[src/rtl/mrs_pkg.sv]
package mrs_pkg;
    typedef enum logic [2:0] {
        S_IDLE,
        S_MISS,
        S_ADDR,
        S_WACK,
        S_RDLY,
        S_RACK,
        S_HOLD
    } mrs_state_e;
endpackage

[src/rtl/mrs_sync.sv]
module mrs_sync #(
    parameter int         W       = 2,
    parameter logic [W-1:0] RST_VAL = '1
) (
    input  logic         clk,
    input  logic         rst_n,
    input  logic [W-1:0] din,
    output logic [W-1:0] dout
);
    logic [W-1:0] meta_q;
    logic [W-1:0] stab_q;

    always_ff @(posedge clk or negedge rst_n) begin
        if (!rst_n) begin
            meta_q <= RST_VAL;
            stab_q <= RST_VAL;
        end else begin
            meta_q <= din;
            stab_q <= meta_q;
        end
    end

    assign dout = stab_q;
endmodule

[src/rtl/mrs_regfile.sv]
module mrs_regfile #(
    parameter int NREG = 8
) (
    input  logic            clk,
    input  logic            rst_n,
    input  logic            we,
    input  logic [3:0]      widx,
    input  logic [7:0]      wdata,
    input  logic [3:0]      ridx,
    output logic [7:0]      rdata,
    output logic [NREG*8-1:0] flat
);
    logic [7:0] regs_q [NREG];

    for (genvar i = 0; i < NREG; i++) begin : g_reg
        always_ff @(posedge clk or negedge rst_n) begin
            if (!rst_n) begin
                regs_q[i] <= '0;
            end else if (we && (widx == 4'(i))) begin
                regs_q[i] <= wdata;
            end
        end
        assign flat[i*8 +: 8] = regs_q[i];
    end

    always_comb begin
        rdata = '0;
        for (int i = 0; i < NREG; i++) begin
            if (ridx == 4'(i)) rdata = regs_q[i];
        end
    end
endmodule

[src/rtl/mux_reg_slave.sv]
module mux_reg_slave
    import mrs_pkg::*;
#(
    parameter int         NREG       = 8,
    parameter logic [3:0] CHIP_ID    = 4'h5,
    parameter int         RD_DELAY   = 10,
    parameter bit         USE_EXT_CS = 1'b0
) (
    input  logic              clk,
    input  logic              rst_n,
    input  logic [7:0]        ad_i,
    output logic [7:0]        ad_o,
    output logic              ad_oe,
    input  logic              as_n,
    input  logic              ds_n,
    input  logic              rd_wr,
    input  logic              cs_n,
    output logic              ak_pull,
    output logic              dk_pull,
    output logic [NREG*8-1:0] cfg_o
);
    localparam int              CW       = $clog2(RD_DELAY + 2);
    localparam logic [CW-1:0]   DLY_LAST = CW'(RD_DELAY);
    localparam logic [CW:0]     OE_EXP   = (CW+1)'(RD_DELAY + 1);

    typedef struct packed {
        mrs_state_e    st;
        logic [3:0]    idx;
        logic          rw;
        logic [CW-1:0] cnt;
    } ctl_t;

    ctl_t ctl_d, ctl_q;

    logic [1:0] strb_s;
    logic       as_lo, ds_lo;
    logic       sel_ok, hit, wr_en;
    logic [7:0] rd_byte;

    mrs_sync #(.W(2), .RST_VAL(2'b11)) u_sync (
        .clk  (clk),
        .rst_n(rst_n),
        .din  ({as_n, ds_n}),
        .dout (strb_s)
    );
    assign as_lo = !strb_s[1];
    assign ds_lo = !strb_s[0];

    if (USE_EXT_CS) begin : g_ext_sel
        assign sel_ok = !cs_n;
    end else begin : g_cmp_sel
        assign sel_ok = (ad_i[7:4] == CHIP_ID);
    end

    assign hit = sel_ok && (int'(ad_i[3:0]) < NREG);

    always_comb begin
        ctl_d = ctl_q;
        wr_en = 1'b0;
        case (ctl_q.st)
            S_IDLE: begin
                if (as_lo) begin
                    ctl_d.idx = ad_i[3:0];
                    ctl_d.rw  = rd_wr;
                    ctl_d.st  = hit ? S_ADDR : S_MISS;
                end
            end
            S_MISS: begin
                if (!as_lo) ctl_d.st = S_IDLE;
            end
            S_ADDR: begin
                if (!as_lo) begin
                    ctl_d.st = S_IDLE;
                end else if (ds_lo) begin
                    if (ctl_q.rw) begin
                        ctl_d.st  = S_RDLY;
                        ctl_d.cnt = '0;
                    end else begin
                        wr_en    = 1'b1;
                        ctl_d.st = S_WACK;
                    end
                end
            end
            S_WACK: begin
                if (!as_lo)      ctl_d.st = S_IDLE;
                else if (!ds_lo) ctl_d.st = S_HOLD;
            end
            S_RDLY: begin
                if (!as_lo)                  ctl_d.st = S_IDLE;
                else if (ctl_q.cnt == DLY_LAST) ctl_d.st = S_RACK;
                else                         ctl_d.cnt = ctl_q.cnt + 1'b1;
            end
            S_RACK: begin
                if (!as_lo)      ctl_d.st = S_IDLE;
                else if (!ds_lo) ctl_d.st = S_HOLD;
            end
            S_HOLD: begin
                if (!as_lo) ctl_d.st = S_IDLE;
            end
            default: ctl_d.st = S_IDLE;
        endcase
    end

    always_ff @(posedge clk or negedge rst_n) begin
        if (!rst_n) begin
            ctl_q <= '{st: S_IDLE, idx: '0, rw: 1'b0, cnt: '0};
        end else begin
            ctl_q <= ctl_d;
        end
    end

    mrs_regfile #(.NREG(NREG)) u_regs (
        .clk  (clk),
        .rst_n(rst_n),
        .we   (wr_en),
        .widx (ctl_q.idx),
        .wdata(ad_i),
        .ridx (ctl_q.idx),
        .rdata(rd_byte),
        .flat (cfg_o)
    );

    assign ak_pull = (ctl_q.st == S_ADDR) || (ctl_q.st == S_WACK) || (ctl_q.st == S_RDLY)
                  || (ctl_q.st == S_RACK) || (ctl_q.st == S_HOLD);
    assign dk_pull = (ctl_q.st == S_WACK) || (ctl_q.st == S_RACK);
    assign ad_oe   = (ctl_q.st == S_RDLY) || (ctl_q.st == S_RACK);
    assign ad_o    = rd_byte;

    logic [CW:0] oe_run_q;
    always_ff @(posedge clk or negedge rst_n) begin
        if (!rst_n)           oe_run_q <= '0;
        else if (!ad_oe)      oe_run_q <= '0;
        else if (oe_run_q != '1) oe_run_q <= oe_run_q + 1'b1;
    end

    a_r9_dk_inside_ak: assert property (@(posedge clk) disable iff (!rst_n)
        dk_pull |-> ak_pull);
    a_r6_ak_release: assert property (@(posedge clk) disable iff (!rst_n)
        (ak_pull && !as_lo) |=> !ak_pull);
    a_r6_ak_keep: assert property (@(posedge clk) disable iff (!rst_n)
        (ak_pull && as_lo) |=> ak_pull);
    a_r5_oe_only_acked: assert property (@(posedge clk) disable iff (!rst_n)
        ad_oe |-> ak_pull);
    a_r3_dk_release: assert property (@(posedge clk) disable iff (!rst_n)
        (dk_pull && !ds_lo) |=> !dk_pull);
    a_r4_read_delay: assert property (@(posedge clk) disable iff (!rst_n)
        ($rose(dk_pull) && ad_oe) |-> (oe_run_q == OE_EXP));
endmodule

[config.mk]
export PLATFORM = sky130hd
export DESIGN_NAME = mux_reg_slave
export DESIGN_NICKNAME = d
export VERILOG_FILES = /design/src/rtl/mrs_pkg.sv /design/src/rtl/mrs_sync.sv /design/src/rtl/mrs_regfile.sv /design/src/rtl/mux_reg_slave.sv
export SDC_FILE = /design/constraint.sdc
export NUM_CORES = 1
export LEC_CHECK = 0
export ABC_AREA = 0
export BUFFER_PORTS_ARGS = -buffer_cell sky130_fd_sc_hd__buf_4
export CAP_MARGIN = 20
export CORE_ASPECT_RATIO = 2
export CORE_MARGIN = 5
export CORE_UTILIZATION = 40
export CTS_BUF_LIST = sky130_fd_sc_hd__clkbuf_4
export CTS_CLUSTER_DIAMETER = 80
export DETAILED_ROUTE_END_ITERATION = 8
export HOLD_SLACK_MARGIN = 0.06
export REMOVE_ABC_BUFFERS = 1
export SLEW_MARGIN = 20
export SYNTH_ARGS = -nofsm -noshare
export SYNTH_HDL_FRONTEND = slang
export SYNTH_SLANG_ARGS = --single-unit
[constraint.sdc]
create_clock -name clk -period 6.5 [get_ports clk]
set_clock_uncertainty 0.15 [all_clocks]
set_input_delay 0.325 -clock clk [delete_from_list [all_inputs] [get_ports clk]]
set_output_delay 0.325 -clock clk [all_outputs]
set_load 0.01 [all_outputs]
==> results by group, run 1 <==
STA
  • Final setup fails: 0
  • Fmax: 347 MHz
  • Hold Fails Final Rpt: 0
  • Min Tclk post-route: between 2000 and 3000 ps
  • Max Slew Vio Count: 0
  • Slew HR: about a third
  • RSZ-0062 raised after global routing: false
  • Actual slew at the worst max-slew pin: 1010 ps
  • Crit share post-route: 44.4%
  • Post-route setup TNS: 0 ps

Floorplanning
  • # rows: 51
  • Die Span Y: 150 um
  • Area of the core: 0.00964 mm2
  • Num ports: 89
  • Initial core utilization: 40.4%
  • Die width: 79.8 um
  • Full die area: 0.0119 mm2

Clock tree
  • Clock sinks: 80
  • CTS tree: yes
  • CTS root buffer: clkbuf_4
  • Reg clk slew, reported paths: 130 ps
  • H-tree levels: 3
  • Num CTS Buffers: 9
  • Clock Path Buffers: 2
  • Clk_lat worst skew: 440 ps

Synth
  • Distinct cells, synth: 41
  • Synth Instances: 296
  • Ys Warns: 0
  • Post-Syn Area: 0.00389 mm2
  • Synth top area cells: dfrtp_1, mux2_2, mux4_2, mux2i_1, dfstp_2
  • Async S/R FF share, synth: 100%
  • Sequential share of the synthesized area: 51.5%
  • Yosys top cell by area: dfrtp_1
  • Post-synth EDFFs: 0
  • Top cell type's share of synthesized area: 48.8%
  • Synth Flop Type: dfrtp_1
  • Post-Syn Area per Cell: 13.2 um2
  • #FFs+latches synth: 80

Critical path
  • CP endpoint kind: register
  • Critical setup path kind: register to register
  • WP data required: 6680 ps
  • Arr. time, crit path: 3060 ps
  • Worst setup SP type: register
  • CP Max Fanout: 14

Global route
  • All-Layer GR Usage: approximately 18%
  • Pin count of the biggest net entering global routing: 81
  • Initial antenna violation count: 1
  • GR Overflow Total: 0
  • First-pass GRT wire length: 16600 um
  • Vias in the first global route: 3003

Power
  • P per Cell Area: 248 mW/mm2
  • Total power: 1.22 mW
  • Peak supply drop: around 0.14 mV
  • Leak pwr: 2.29 nW

Route
  • DR WL/cell: slightly below 20 um
  • DRC Markers: 0
  • Initial DRC count: 128
  • Post-Route WL: 10200 um
  • Via Count: 2791
  • DRT Pass-1 Iters: 4
  • Remaining antenna violation count: 0
  • Vias/cell: around 5.3

Placement
  • Placed Area: approximately 0.0047 mm2
  • Post-DP HPWL: about 7300 um
  • RD Place Congestion: 0.785
  • PortBufs: 87

Final layout
  • Ratio of cells with drive above 1 in the final layout: 49.4%
  • Syn-to-layout area delta: 26.4%
  • Nets: 406
  • Commonest non-fill, non-tap cell in the layout: buf_4
  • Most frequent cells in the layout: buf_4, dfrtp_1, mux2_2, nor2_1
  • Final Cell Area: 0.00492 mm2
  • Fill cells: 890

Outcome
  • Run status: finished, final reports clean

Worst hold path
  • Hold Crit Class: register to register

Job
  • Max-cap violations: 0
-- Yosys cell counts (5+ instances only) --
library cell and number:
mux4_2 8, dfrtp_1 76, mux2_2 74, a221oi_1 5, mux2i_1 12, nor2_1 18
buf_2 6, o22ai_1 5, nor2b_1 7, clkbuf_1 8, nand3b_1 5, o21ai_0 12
-- report_power, final --
part / internal (mW) / switching (mW) / leakage [nW]
Sequential: 0.529 / 0.0479 / 1.02
Clock: 0.120 / 0.173 / 0.0738
Combinational: 0.170 / 0.181 / 1.20
Total: 0.818 / 0.402 / 2.29
-- path summary, 6_finish.rpt --
check	start	to	slack [ps]	cells past startpoint
setup / recovery	ctl_q[10]$_DFFE_PN0P_	u_regs.flat[6]$_DFFE_PN0P_	3620	5
hold / removal	u_sync.meta_q[0]$_DFF_PN1_	u_sync.dout[0]$_DFF_PN1_	220	0
setup reg to reg	ctl_q[10]$_DFFE_PN0P_	u_regs.flat[6]$_DFFE_PN0P_	3620	5
hold reg to reg	u_sync.meta_q[0]$_DFF_PN1_	u_sync.dout[0]$_DFF_PN1_	220	0
max in group asynchronous	rst_n	ctl_q[0]$_DFFE_PN0P_	5350	2
min in group asynchronous	rst_n	u_regs.flat[32]$_DFFE_PN0P_	310	2
-- timing repair --
item | 4_1_cts | 5_1_grt
resized for setup | 0 | 0
setup buffers | 0 | 0
hold buffers | 12 | 0
endpoints found under the hold margin | 147 | 0
-- area by class of cell --
| class | instances | area [um2] | share of cell area (%) |
|---|---|---|---|
| Antenna cell | 1 | 2.50 | 0.0508 |
| Clock buffer | 10 | 75.1 | 1.52 |
| Clock inverter | 6 | 60.1 | 1.22 |
| Inverter | 4 | 15.0 | 0.305 |
| Multi-Input combinational cell | 193 | 1800 | 36.5 |
| Sequential cell | 80 | 2010 | 40.8 |
| Tap cell | 132 | 165 | 3.35 |
| Timing Repair Buffer | 102 | 800 | 16.2 |
-- registers in the layout, summed over array words and instances (netlist names) --
signal         flops
u_regs.flat       64
ctl_q             12
u_sync.dout        2
u_sync.meta_q      2
-- cell families (layout without fill, tap and decap cells) --
kind of cell,count (synthesis),count (layout),synth area share [%]
adders and majority gates,2,2,0.642
and+or+nand+nor,59,59,9.67
other,0,1,0
DFF,80,80,51.5
muxes,94,94,29.1
buffers and inverters,23,122,2.44
AOI/OAI and AO/OA,38,38,6.62
-- critical path: stages (launching register included) --
cell and delay (ps):
dfrtp_1 590, nand2b_1 210, nor4b_4 440, nor4bb_2 790, buf_4 270, mux2_2 330
-- per-layer routing --
| layer | up-vias | global-route usage (%) | wire, um |
|---|---|---|---|
| met3 | 20 | 3.19 | 306 |
| met5 | - | 0 | 0 |
| met2 | 57 | 33.1 | 5790 |
| met4 | 0 | 7.78 | 260 |
| met1 | 1423 | 21.1 | 3870 |
| li1 | 1291 | - | - |
-- per-stage QoR --
stage | utilization [%] | hold slack, ps | setup slack, ps | instances
floorplan | - | -121 | 3890 | 277
global placement | 48.4 | 197 | 3690 | 499
detailed placement | 48.4 | 198 | 3630 | 499
CTS | 51.0 | 217 | 3580 | 527
global route | 51.1 | 224 | 3430 | 528
finish | 51.1 | 215 | 3620 | 528
Power figures use the tool's default switching activity.
==> run 2, diff against run 1 <==
Clock period 6.5 ns to 2.75 ns, I/O delays scaled along.
==> results by group, run 2 (same netlist as run 1, synthesis figures left out) <==
STA
  • Slew HR: 51.4% (+19 points)
  • Final setup fails: 0 (unchanged)
  • Actual slew at the worst max-slew pin: 729 ps (-278 ps)
  • Min Tclk post-route: 2520 ps
  • Hold Fails Final Rpt: 0 (unchanged)
  • RSZ-0062 raised after global routing: false
  • Post-route setup TNS: 0 ps (unchanged)
  • Max Slew Vio Count: 0 (unchanged)
  • Fmax: a little under 400 MHz
  • Crit share post-route: 91.5%

Final layout
  • Most frequent cells in the layout: buf_4, dfrtp_1, mux2_2, nor2_1
  • Ratio of cells with drive above 1 in the final layout: 51.8% (+2.5 points)
  • Nets: 420 (+3.4%)
  • Core Util, Final: 52.6% (+1.5 points)
  • Max reg flops: 64 (unchanged)
  • Commonest non-fill, non-tap cell in the layout: buf_4
  • Syn-to-layout area delta: 30.0%

Floorplanning
  • Full die area: 0.0119 mm2 (unchanged)
  • Area of the core: 0.00964 mm2 (unchanged)
  • Die Span Y: 150 um (unchanged)
  • Initial core utilization: 40.4% (unchanged)
  • # rows: 51 (unchanged)
  • Die width: 79.8 um (unchanged)
  • Num ports: 89 (unchanged)

Power
  • Peak supply drop: 0.385 mV (+180%)
  • Total power: 3.03 mW (+150%)
  • P per Cell Area: 599 mW/mm2 (+140%)
  • Leak pwr: 2.38 nW (+3.6%)

Worst hold path
  • Hold Crit Class: primary input to async pin

Critical path
  • FF-to-FF setup slack: 320 ps (-3300 ps)
  • R2r startpoint: ctl_q[9]$_DFFE_PN0P_
  • RR Endpoint: u_regs.flat[11]$_DFFE_PN0P_
  • Worst setup SP type: register
  • WP data required: 2460 ps (-4220 ps)
  • CP Max Fanout: 18 (+4)
  • Reg2reg path depth: 4 (-1)
  • CP endpoint kind: primary output
  • Arr. time, crit path: 2230 ps (-830 ps)
  • Critical setup path kind: register to primary output

Global route
  • Pin count of the biggest net entering global routing: 81 (unchanged)
  • First-pass GRT wire length: 16400 um (-1.2%)
  • Vias in the first global route: 2984 (-0.63%)
  • GR Overflow Total: 0 (unchanged)
  • All-Layer GR Usage: 18.1% (-0.31 points)
  • Initial antenna violation count: 1 (unchanged)

Route
  • Initial DRC count: 110 (-14%)
  • Via Count: 2878 (+3.1%)
  • Vias/cell: 5.31 (+0.45%)
  • DRT Pass-1 Iters: 4 (unchanged)
  • Remaining antenna violation count: 0 (unchanged)
  • DR WL/cell: 19.0 um (-1.7%)
  • DRC Markers: 0 (unchanged)
  • Post-Route WL: 10300 um (+0.93%)

Clock tree
  • H-tree levels: 3 (unchanged)
  • Reg clk slew, reported paths: 120 ps (about the same)
  • CTS tree: yes
  • CTS root buffer: clkbuf_4
  • Clock Path Buffers: 2 (unchanged)
  • Clock sinks: 80 (unchanged)
  • Clk_lat worst skew: 430 ps (about the same)
  • Num CTS Buffers: 9 (unchanged)

Job
  • Max-cap violations: 0 (unchanged)

Outcome
  • Run status: finished, final reports clean

Placement
  • Post-DP HPWL: 7590 um (+3.8%)
  • RD Place Congestion: 0.784 (-0.18%)
  • PortBufs: 87 (unchanged)
## run 2: cell types whose count changed in the layout (fill, tap and decap cells not counted)
cell / previous run / this run
clkinv_1: 1 / 0
buf_4: 89 / 103
dfrtp_2: 0 / 1
dfrtp_1: 76 / 75
bufinv_16: 1 / 2
clkbuf_4: 10 / 11
clkinv_2: 2 / 1
nor4b_2: 0 / 1
nor4b_1: 1 / 0
## run 2: through the flow
step / setup WS (ps) / cells / hold slack [ps] / instance area, um2
detailed placement: 352 / 513 / 98.5 / 4770
floorplan: 144 / 277 / -308 / 3810
finish: 234 / 542 / 151 / 5060
global route: 74.1 / 542 / 193 / 5060
CTS: 85.9 / 541 / 182 / 5050
global placement: 397 / 513 / 98.7 / 4770
## run 2: what timing repair did
action,in CTS,in global routing
hold buffers,12,0
setup buffers,0,0
endpoints found under the hold margin,147,0
setup endpoints to repair,0,5
resized for setup,0,2
## run 2: worst max-delay path by stage
stage,startpoint,end,cells past startpoint
2_1_floorplan,ctl_q[11]$_DFFE_PN0P_,u_regs.flat[0]$_DFFE_PN0P_,4
3_3_place_gp,ctl_q[9]$_DFFE_PN0P_,u_regs.flat[10]$_DFFE_PN0P_,4
3_5_place_dp,ctl_q[9]$_DFFE_PN0P_,u_regs.flat[11]$_DFFE_PN0P_,4
4_1_cts,ctl_q[5]$_DFFE_PN0P_,ad_o[1],6
5_1_grt,ctl_q[6]$_DFFE_PN0P_,ad_o[2],5
6_report,ctl_q[6]$_DFFE_PN0P_,ad_o[2],5
## run 2: worst max-delay path, cell delays in order (launching register included)
cell     delay (ps)
dfrtp_1         800
buf_4           320
mux4_2          320
mux2i_1         160
nor2_1           60
buf_4           150
## run 2: layer usage
| metal | vias to the layer above | track usage [%] | wire length [um] |
|---|---|---|---|
| li1 | 1325 | - | - |
| met1 | 1468 | 20.7 | 3950 |
| met2 | 65 | 32.4 | 5740 |
| met3 | 20 | 2.65 | 290 |
| met4 | 0 | 8.80 | 343 |
| met5 | - | 0 | 0 |
## run 2: where the power goes
group / total (mW) / switching, mW / internal, mW
sequential: 1.41 / 0.155 / 1.25
clock: 0.793 / 0.404 / 0.390
combinational: 0.835 / 0.401 / 0.433
## run 2: layout make-up
type	count	area (um2)
Sequential cell	80	2010
Clock inverter	5	81.3
Inverter	4	15.0
Clock buffer	11	82.6
Antenna cell	1	2.50
Multi-Input combinational cell	193	1810
Fill cell	868	4570
Timing Repair Buffer	116	905
Tap cell	132	165
